**src/rtl/sc_pkg.sv**
```systemverilog
package sc_pkg;

    localparam logic [5:0] OP_REG   = 6'd0;
    localparam logic [5:0] OP_LOAD  = 6'd35;
    localparam logic [5:0] OP_STORE = 6'd43;
    localparam logic [5:0] OP_BEQ   = 6'd4;

    localparam logic [5:0] FN_ADD = 6'h20;
    localparam logic [5:0] FN_SUB = 6'h22;
    localparam logic [5:0] FN_AND = 6'h24;
    localparam logic [5:0] FN_OR  = 6'h25;
    localparam logic [5:0] FN_SLT = 6'h2A;

    typedef enum logic [2:0] {
        ALU_AND = 3'b000,
        ALU_OR  = 3'b001,
        ALU_ADD = 3'b010,
        ALU_SUB = 3'b110,
        ALU_SLT = 3'b111
    } alu_op_e;

    typedef struct packed {
        logic       dst_rd;
        logic       src_imm;
        logic       wb_mem;
        logic       reg_we;
        logic       mem_rd;
        logic       mem_we;
        logic       branch;
        logic [1:0] alu_cls;
    } ctl_t;

endpackage

```
**src/rtl/sc_ctrl.sv**
```systemverilog
module sc_ctrl
    import sc_pkg::*;
(
    input  logic [5:0] opcode,
    input  logic [5:0] funct,
    output ctl_t       ctl,
    output alu_op_e    aop
);

    // main decoder: don't-care fields are driven low
    always_comb begin
        ctl = '0;
        unique case (opcode)
            OP_REG: begin
                ctl.dst_rd  = 1'b1;
                ctl.reg_we  = 1'b1;
                ctl.alu_cls = 2'b10;
            end
            OP_LOAD: begin
                ctl.src_imm = 1'b1;
                ctl.wb_mem  = 1'b1;
                ctl.reg_we  = 1'b1;
                ctl.mem_rd  = 1'b1;
            end
            OP_STORE: begin
                ctl.src_imm = 1'b1;
                ctl.mem_we  = 1'b1;
            end
            OP_BEQ: begin
                ctl.branch  = 1'b1;
                ctl.alu_cls = 2'b01;
            end
            default: ctl = '0;
        endcase
    end

    // ALU operation decoder
    always_comb begin
        aop = ALU_ADD;
        if (ctl.alu_cls == 2'b01) begin
            aop = ALU_SUB;
        end else if (ctl.alu_cls == 2'b10) begin
            case (funct)
                FN_SUB:  aop = ALU_SUB;
                FN_AND:  aop = ALU_AND;
                FN_OR:   aop = ALU_OR;
                FN_SLT:  aop = ALU_SLT;
                default: aop = ALU_ADD;
            endcase
        end
    end

endmodule

```
**src/rtl/sc_alu.sv**
```systemverilog
module sc_alu
    import sc_pkg::*;
#(
    parameter int DW = 8
) (
    input  logic [DW-1:0] a,
    input  logic [DW-1:0] b,
    input  alu_op_e       aop,
    output logic [DW-1:0] y,
    output logic          zero
);

    always_comb begin
        unique case (aop)
            ALU_AND: y = a & b;
            ALU_OR:  y = a | b;
            ALU_SUB: y = a - b;
            ALU_SLT: y = ($signed(a) < $signed(b)) ? DW'(1) : '0;
            default: y = a + b;
        endcase
        zero = (y == '0);
    end

endmodule

```
**src/rtl/sc_regfile.sv**
```systemverilog
module sc_regfile #(
    parameter int DW   = 8,
    parameter int NREG = 32
) (
    input  logic                    clk,
    input  logic                    rst_n,
    input  logic [$clog2(NREG)-1:0] ra1,
    input  logic [$clog2(NREG)-1:0] ra2,
    input  logic [$clog2(NREG)-1:0] wa,
    input  logic                    we,
    input  logic [DW-1:0]           wd,
    output logic [DW-1:0]           rd1,
    output logic [DW-1:0]           rd2
);

    localparam int AW = $clog2(NREG);

    logic [DW-1:0] regs_d [NREG];
    logic [DW-1:0] regs_q [NREG];

    always_comb begin
        regs_d = regs_q;
        if (we && (wa != AW'(0))) begin
            regs_d[wa] = wd;
        end
        rd1 = (ra1 == AW'(0)) ? '0 : regs_q[ra1];
        rd2 = (ra2 == AW'(0)) ? '0 : regs_q[ra2];
    end

    always_ff @(posedge clk or negedge rst_n) begin
        if (!rst_n) begin
            for (int i = 0; i < NREG; i++) begin
                regs_q[i] <= '0;
            end
        end else begin
            regs_q <= regs_d;
        end
    end

endmodule

```
**src/rtl/sc_dmem.sv**
```systemverilog
module sc_dmem #(
    parameter int DW     = 8,
    parameter int IDXW   = 3,
    parameter int BACKED = 3
) (
    input  logic            clk,
    input  logic            rst_n,
    input  logic [IDXW-1:0] idx,
    input  logic [DW-1:0]   wd,
    input  logic            we,
    input  logic            re,
    output logic [DW-1:0]   rd
);

    logic [DW-1:0] mem_d [BACKED];
    logic [DW-1:0] mem_q [BACKED];
    logic [BACKED-1:0] hit;

    // one decoded select per backed slot
    for (genvar k = 0; k < BACKED; k++) begin : g_slot
        assign hit[k] = (idx == IDXW'(k));
    end

    always_comb begin
        mem_d = mem_q;
        rd    = '0;
        if (re) begin
            rd = '1;
        end
        for (int k = 0; k < BACKED; k++) begin
            if (hit[k]) begin
                if (we) begin
                    mem_d[k] = wd;
                end
                if (re) begin
                    rd = mem_q[k];
                end
            end
        end
    end

    always_ff @(posedge clk or negedge rst_n) begin
        if (!rst_n) begin
            for (int k = 0; k < BACKED; k++) begin
                mem_q[k] <= DW'((k + 1) * 'h55);
            end
        end else begin
            mem_q <= mem_d;
        end
    end

endmodule

```
**src/rtl/sc_core.sv**
```systemverilog
module sc_core
    import sc_pkg::*;
#(
    parameter int DW         = 8,
    parameter int IMEM_WORDS = 16,
    parameter int NREG       = 32,
    parameter int DM_IDXW    = 3,
    parameter int DM_BACKED  = 3
) (
    input  logic                          clk,
    input  logic                          rst_n,
    input  logic                          imem_we,
    input  logic [$clog2(IMEM_WORDS)-1:0] imem_addr,
    input  logic [31:0]                   imem_wdata,
    output logic [DW-1:0]                 pc_o,
    output logic [31:0]                   instr_o,
    output logic [DW-1:0]                 alu_o,
    output logic [DW-1:0]                 wb_o
);

    localparam int IMW = $clog2(IMEM_WORDS);
    localparam int RAW = $clog2(NREG);

    logic [31:0]   imem_q [IMEM_WORDS];
    logic [DW-1:0] pc_d, pc_q;
    logic [31:0]   instr;
    ctl_t          ctl;
    alu_op_e       aop;
    logic [RAW-1:0] wa;
    logic [DW-1:0] rs_data, rt_data, opnd_b, alu_res, dm_rdata, wb_data;
    logic [DW-1:0] pc_plus4, br_off, br_target;
    logic          alu_zero;
    logic          unused_bits;

    always_ff @(posedge clk) begin
        if (imem_we) begin
            imem_q[imem_addr] <= imem_wdata;
        end
    end

    assign instr = imem_q[pc_q[IMW+1:2]];

    sc_ctrl u_ctrl (
        .opcode (instr[31:26]),
        .funct  (instr[5:0]),
        .ctl    (ctl),
        .aop    (aop)
    );

    assign wa = ctl.dst_rd ? instr[15:11] : instr[20:16];

    sc_regfile #(.DW(DW), .NREG(NREG)) u_rf (
        .clk   (clk),
        .rst_n (rst_n),
        .ra1   (instr[25:21]),
        .ra2   (instr[20:16]),
        .wa    (wa),
        .we    (ctl.reg_we),
        .wd    (wb_data),
        .rd1   (rs_data),
        .rd2   (rt_data)
    );

    assign opnd_b = ctl.src_imm ? instr[DW-1:0] : rt_data;

    sc_alu #(.DW(DW)) u_alu (
        .a    (rs_data),
        .b    (opnd_b),
        .aop  (aop),
        .y    (alu_res),
        .zero (alu_zero)
    );

    sc_dmem #(.DW(DW), .IDXW(DM_IDXW), .BACKED(DM_BACKED)) u_dm (
        .clk   (clk),
        .rst_n (rst_n),
        .idx   (alu_res[DM_IDXW-1:0]),
        .wd    (rt_data),
        .we    (ctl.mem_we),
        .re    (ctl.mem_rd),
        .rd    (dm_rdata)
    );

    assign wb_data = ctl.wb_mem ? dm_rdata : alu_res;

    // next-PC selection
    always_comb begin
        pc_plus4  = pc_q + DW'(4);
        br_off    = {instr[DW-3:0], 2'b00};
        br_target = pc_plus4 + br_off;
        pc_d      = (ctl.branch && alu_zero) ? br_target : pc_plus4;
    end

    always_ff @(posedge clk or negedge rst_n) begin
        if (!rst_n) begin
            pc_q <= '0;
        end else begin
            pc_q <= pc_d;
        end
    end

    assign unused_bits = ^{instr[15:DW], instr[10:6], alu_res[DW-1:DM_IDXW]};

    assign pc_o    = pc_q;
    assign instr_o = instr;
    assign alu_o   = alu_res;
    assign wb_o    = wb_data;

endmodule

```
**config.mk**
```make
export PLATFORM = sky130hd
export DESIGN_NAME = sc_core
export DESIGN_NICKNAME = d
export VERILOG_FILES = /design/src/rtl/sc_pkg.sv /design/src/rtl/sc_ctrl.sv /design/src/rtl/sc_alu.sv /design/src/rtl/sc_regfile.sv /design/src/rtl/sc_dmem.sv /design/src/rtl/sc_core.sv
export SDC_FILE = /design/constraint.sdc
export NUM_CORES = 1
export LEC_CHECK = 0
export BUFFER_PORTS_ARGS = -buffer_cell sky130_fd_sc_hd__clkbuf_2
export CAP_MARGIN = 20
export CORE_MARGIN = 8
export CORE_UTILIZATION = 50
export CTS_CLUSTER_SIZE = 8
export DETAILED_ROUTE_END_ITERATION = 12
export PLACE_DENSITY = 0.63
export SLEW_MARGIN = 20
export SYNTH_ARGS = -nofsm -noshare
export SYNTH_HDL_FRONTEND = slang
export SYNTH_SLANG_ARGS = --single-unit
```
**constraint.sdc**
```tcl
create_clock -name clk -period 7.8 [get_ports clk]
set_input_delay 0.78 -clock clk [delete_from_list [all_inputs] [get_ports clk]]
set_output_delay 0.78 -clock clk [all_outputs]
set_load 0.03 [all_outputs]
```
==> qor.txt, run 1 <==
delay-heaviest family, CP - multiplexers
highest clock frequency the design can meet - 130.2 MHz
layout-stage area growth over the synthesis result - 16.41%
minimum period implied by the final worst setup slack - 7683 ps
I/O pin count - 95
Vias/cell - 6.407
multi-input gate area in the final layout - 13,750 µm²
capture point of the worst reg-to-reg path - pc_o[2]$_DFF_PN0_
worst-case hold slack - 190.1 ps
startpoint kind of the worst setup timing path - flop
Unique masters post-synth - 83
via count of the first global-routing pass - 23,010
Crit path buffers/inverters - 8
number of flip-flops and latches in the synthesized netlist - 798
Residual DRC - 0
area fraction of the dominant cell type after synthesis - 41.62%
Slew HR - 29.30%
Critical Path Max Stage Delay - 710 ps
Worst-Margin Slew - 1060 ps
initial antenna violation count - 2
ranking of synthesized cells by area - edfxtp_1 42%, dfrtp_1 18%, mux4_2 15%, mux2_2 3.6%, o31ai_1 2.8%
crit path DAT - 6900 ps
number of warnings issued by yosys - 0
final cell utilization of the core - 58.84%
required time reported for the critical path endpoint - 7020 ps
layout cells sized above 1 - 35.47%
overall track demand over capacity in global routing - 24.40%
maximum number of buffers from clock root to sink - 3
clock-pin slew reported for the worst setup and hold paths after clock tree synthesis - 50 ps
maxcap violations - 0
detailed-placement wirelength estimate - 58,020 µm
length of routed met3 wiring - 7648 µm
count of flip-flops with a built-in enable after synthesis - 512
cell row count - 99
number of setup violations in the final report - 0
Port Buf Inserts - 92
routability-driven placement congestion ratio - 0.9338
pre-CTS WS - 64.08 ps
area used by sequential logic in the layout - 22,560 µm²
worst reg-to-reg path cell count - 27
capturing element type of the critical path - primary output
Pins Over Slew Limit - 0
area after detailed placement - 38,490 µm²
total via count in the routed design - 22,410
slack of the critical path - 116.6 ps
CTS tree - yes
RSZ-0062 raised after global routing - yes
CP max-delay cell - mux4_4
met2 layer wire length in the routed design - 49,610 µm
r2r setup slk - 820 ps
Post-Synthesis Cell Area - 36,940 µm²
worst skew pair latency - 680 ps
initial cell density of the core - 50.55%
post-route ant nets - 0
Final Skew - 46.93 ps
WS Path Type - flop to primary output
number of buffers added by the clock tree synthesis step - 110
IR Drop Worst-Case VDD - 0.3121 mV
clock tree root buffer cell - clkbuf_16
die footprint - 82,840 µm²
post-synthesis cell count - 2,278
Congestion Overflow GR - 0
CTS H-tree lvls - 3
outcome - finished clean
area leader, netlist - edfxtp_1
HP Class - input pin to asynchronous set/reset pin
maximum number of pins on one net before global-route repair - 168
hold violation total from the final report - 0
Top FF cell, synth - edfxtp_1
routed length on met1 - 39,900 µm
Sum Neg Setup Slack - 0 ps
layout net count - 2,555
drt pass-1 iters - 6
WL/cell - 28.95 µm
wire length of the first global-routing pass - 150,500 µm
vertical die dimension - 287.8 µm
proportion of synthesized chip area in sequential cells - 61.05%
clock net sink count - 798
pwr dens - 398.1 nW/µm²
Mapped Avg Cell Area - 16.22 µm²
highest metal layer with signal wires - met4
final clock period utilization by the worst path - 98.51%
overall power after layout - 17.12 mW
Finished Layout Cells - 3,497
floorplan die width - 287.8 µm
number of inserted filler cells in the final layout - 5,479
leakage power total - 16.25 nW
asr flop ratio synth - 35.84%
area of all placed cells without fillers - 43,010 µm²
startpoint of the most critical register-to-register path - pc_o[2]$_DFF_PN0_
cell total after placement - 3,237
critical path fanouts, max - 6
Total Routed Length - 101,300 µm
area of the core - 73,080 µm²
Critical Path, Cell by Cell - buf_12 -> mux4_1 -> mux4_4 -> buf_12 -> buf_16 -> mux4_2 -> mux4_2 -> mux2i_4 -> or2_4 -> inv_1 -> ha_1 -> or3_4 -> or3_4 -> o21ai_2 -> a21oi_2 -> nor4b_2 -> buf_4 -> a211oi_4 -> a21boi_2 -> a2111oi_4 -> buf_4 -> a211oi_4 -> buf_6 -> buf_6
violation count after the first detailed-routing iteration - 2,171
[cell usage in the layout (no fill, tap or decap), types with 56 or more instances in the layout]
cell type and count:
nand2_1 273, mux2i_1 56, mux2_2 118, buf_4 139, dfrtp_1 266, clkbuf_2 85, clkbuf_16 112, mux4_2 258
o31ai_1 138, edfxtp_1 512
[worst max path at each step]
stage                       from      end  slack [ps]  cells past startpoint
2_1_floorplan  pc_o[3]$_DFF_PN0_  wb_o[3]         110                     29
3_3_place_gp   pc_o[2]$_DFF_PN0_  wb_o[7]          90                     23
3_5_place_dp   pc_o[2]$_DFF_PN0_  wb_o[7]          60                     24
4_1_cts        pc_o[2]$_DFF_PN0_  wb_o[7]         0.4                     27
5_1_grt        pc_o[2]$_DFF_PN0_  wb_o[1]         -50                     24
6_report       pc_o[2]$_DFF_PN0_  wb_o[1]         120                     24
[metal layers]
layer / vias to the layer above / track usage, %
met5: - / 0
met4: 0 / 9.213
met3: 264 / 4.770
met2: 1003 / 40.28
met1: 11710 / 32.13
li1: 9429 / -
[area by class of cell]
type,instances,share of cell area (%)
sequential,798,52.47
multi-input combinational,1272,31.98
clock buffer,159,6.901
timing repair buffer,263,5.147
tap,959,2.790
clock inverter,7,0.3666
inverter,38,0.3375
antenna,1,0.005819
[sequential cells by signal, indices dropped and copies added (netlist names)]
register and count:
u_dm.mem_q 24, imem_q 512, u_rf.regs_q 256, pc_o 6
[power breakdown]
group | internal (mW) | switching, mW
Sequential | 4.68 | 0.139
Combinational | 3.34 | 4.61
Clock | 2.60 | 1.75
Total | 10.6 | 6.50
[Yosys cell counts (all sizes together), types with 3 or more instances]
master,count
a211o,3
a211oi,3
a21o,3
a21oi,29
a221oi,3
a22o,3
a22oi,11
and2,13
and3,4
and4,4
buf,120
clkbuf,56
dfrtp,270
dfstp,16
edfxtp,512
fa,3
ha,30
inv,38
mux2,118
mux2i,64
mux4,279
nand2,274
nand2b,5
nand3,31
nand3b,3
nand4,10
nor2,56
nor2b,6
nor3,15
nor4,5
o211ai,3
o21a,4
o21ai,62
o21bai,6
o221ai,8
o31ai,156
or2,5
or3,8
or4,3
xnor2,11
[cells by family after synthesis]
group,share of synthesized area (%)
DFF,61.05
buffers and inverters,3.119
muxes,22.68
adders and majority gates,1.179
other,0.01015
and+or+nand+nor,5.406
xor gates and xnor gates,0.3082
AOI/OAI and AO/OA,6.256
[repair_timing]
item                       CTS  global route
setup buffers               56            24
hold buffers                 0             0
resized for setup           51            55
gates cloned                13             1
pin swaps                   18            21
setup endpoints to repair    9             8
Note: power is estimated with default switching activity, not from simulation.
==> inputs of run 2 (changes only) <==
--- a/config.mk
+++ b/config.mk
@@ -12,7 +12,9 @@
 export CTS_CLUSTER_SIZE = 8
 export DETAILED_ROUTE_END_ITERATION = 12
 export PLACE_DENSITY = 0.63
+export REMOVE_ABC_BUFFERS = 1
 export SLEW_MARGIN = 20
 export SYNTH_ARGS = -nofsm -noshare
 export SYNTH_HDL_FRONTEND = slang
+export SYNTH_HIERARCHICAL = 1
 export SYNTH_SLANG_ARGS = --single-unit
==> qor.txt, run 2 <==
most common library cell in the layout ignoring fill and taps - edfxtp_1
highest clock frequency the design can meet - 132.5 MHz
Final Skew - 72.19 ps
Slew HR - 29.08%
post-synthesis cell count - 2,162
crit path DAT - 6770 ps
Congestion Overflow GR - 0
multi-input gate area in the final layout - 13,720 µm²
RSZ-0062 raised after global routing - no
registers with the most flip-flops - imem_q: 512 flops, u_rf/regs_q: 256 flops, u_dm/mem_q: 24 flops
maximum number of buffers from clock root to sink - 3
most frequent cells in the layout - 512 x edfxtp_1, 327 x mux2_2, 266 x dfrtp_1
startpoint kind of the worst setup timing path - flop
final clock period utilization by the worst path - 96.79%
required time reported for the critical path endpoint - 7020 ps
initial cell density of the core - 50.16%
area used by sequential logic in the layout - 22,570 µm²
I/O pin count - 95
number of buffers added by the clock tree synthesis step - 109
floorplan die width - 288.4 µm
initial antenna violation count - 3
drt pass-1 iters - 5
layout cells sized above 1 - 40.20%
cell row count - 100
via count of the first global-routing pass - 22,030
CTS tree - yes
critical path fanouts, max - 30
layout-stage area growth over the synthesis result - 13.88%
detailed-placement wirelength estimate - 61,000 µm
area of the core - 73,950 µm²
capturing element type of the critical path - primary output
clock tree root buffer cell - clkbuf_16
die footprint - 83,160 µm²
CTS H-tree lvls - 3
worst skew pair latency - 700 ps
layout net count - 2,402
vertical die dimension - 288.4 µm
slack of the critical path - 250.3 ps
violation count after the first detailed-routing iteration - 1,690
Mapped Avg Cell Area - 17.16 µm²
number of setup violations in the final report - 0
outcome - finished clean
maximum number of pins on one net before global-route repair - 177
overall track demand over capacity in global routing - 23.69%
Post-Synthesis Cell Area - 37,090 µm²
WS Path Type - flop to primary output
Total Routed Length - 97,950 µm
number of inserted filler cells in the final layout - 5,680
number of warnings issued by yosys - 6
post-route ant nets - 0
HP Class - input pin to asynchronous set/reset pin
clock-pin slew reported for the worst setup and hold paths after clock tree synthesis - 50 ps
Worst-Margin Slew - 1064 ps
hold violation total from the final report - 0
routability-driven placement congestion ratio - 0.9740
Residual DRC - 0
total via count in the routed design - 20,950
pre-CTS WS - 221.0 ps
number of flip-flops under the largest register name - 512
Port Buf Inserts - 92
register with the highest flop count - imem_q
minimum period implied by the final worst setup slack - 7550 ps
maxcap violations - 0
Vias/cell - 6.266
wire length of the first global-routing pass - 145,900 µm
clock net sink count - 798
Pins Over Slew Limit - 0
WL/cell - 29.29 µm
[run 2: changes by cell type in the layout (fill, tap and decap cells not counted), sizes merged, moves of 33 or more]
| cell | change |
|---|---|
| mux2i | +47 |
| buf | -50 |
| nand2 | -223 |
| nor2b | +33 |
| o31ai | -145 |
| mux4 | -61 |
| o21ai | -39 |
| mux2 | +222 |
[run 2: layout make-up]
type                       count  area share (%)
clock inverter                 7          0.4354
sequential                   798           53.42
multi-input combinational   1181           32.48
inverter                      29          0.2577
tap                          969           2.870
antenna                        2         0.01185
clock buffer                 147           6.845
timing repair buffer         211           3.676
[run 2: stage by stage]
stage           TNS, ps  hold slack [ps]  cells  area (µm²)  util, %
2_1_floorplan  -2532480            360.0   2008       36120        -
3_3_place_gp          0            372.7   3169       38880    52.57
3_5_place_dp          0            379.4   3169       38880    52.58
4_1_cts               0            222.5   3329       42060    56.88
5_1_grt               0            249.8   3343       42240    57.12
6_report              0            190.0   3344       42240    57.12
[run 2: what timing repair did]
action | 4_1_cts | 5_1_grt
endpoints found under the setup margin | 9 | 9
resized for setup | 6 | 14
cloned | 0 | 1
setup buffers | 6 | 12
pin swaps | 0 | 1
hold buffers | 0 | 0
[run 2: worst max-delay path, cell delays in order, from the launching register on]
cell	delay [ps]
dfrtp_4	520
buf_16	200
mux4_2	520
mux2_4	270
nor2_1	170
a21oi_4	100
buf_12	210
mux4_1	470
mux2i_1	400
a221o_1	350
a31oi_4	100
mux2_2	330
inv_1	90
ha_1	300
or4_1	440
nor2_1	110
a211oi_1	60
o22a_1	200
buf_4	220
mux2i_1	140
a221oi_1	340
mux2_2	300
clkbuf_2	230
[run 2: per-layer routing]
layer,share of wire (%),up-vias,global-route usage [%]
met3,6.3,190,4.468
met2,48,755,38.32
met4,3.5,0,8.353
met1,42,11130,32.17
met5,0,-,0
li1,-,8876,-
[run 2: worst paths after layout]
path,startpoint,endpoint,slack [ps],cells past startpoint
setup / recovery,pc_o[2]$_DFF_PN0_,wb_o[0],250,22
setup reg to reg,pc_o[2]$_DFF_PN0_,u_rf/regs_q[168]$_DFFE_PN0P_,1160,23
hold reg to reg,u_rf/regs_q[255]$_DFFE_PN0P_,u_rf/regs_q[255]$_DFFE_PN0P_,400,0
hold / removal,rst_n,u_rf/regs_q[210]$_DFFE_PN0P_,190,1
max in group asynchronous,rst_n,u_rf/regs_q[61]$_DFFE_PN0P_,6130,2
min in group clk,u_rf/regs_q[255]$_DFFE_PN0P_,u_rf/regs_q[255]$_DFFE_PN0P_,400,0
Power of run 2 is not shown: default switching activity piles up to over one toggle a cycle in this logic, so the estimate is an artifact.
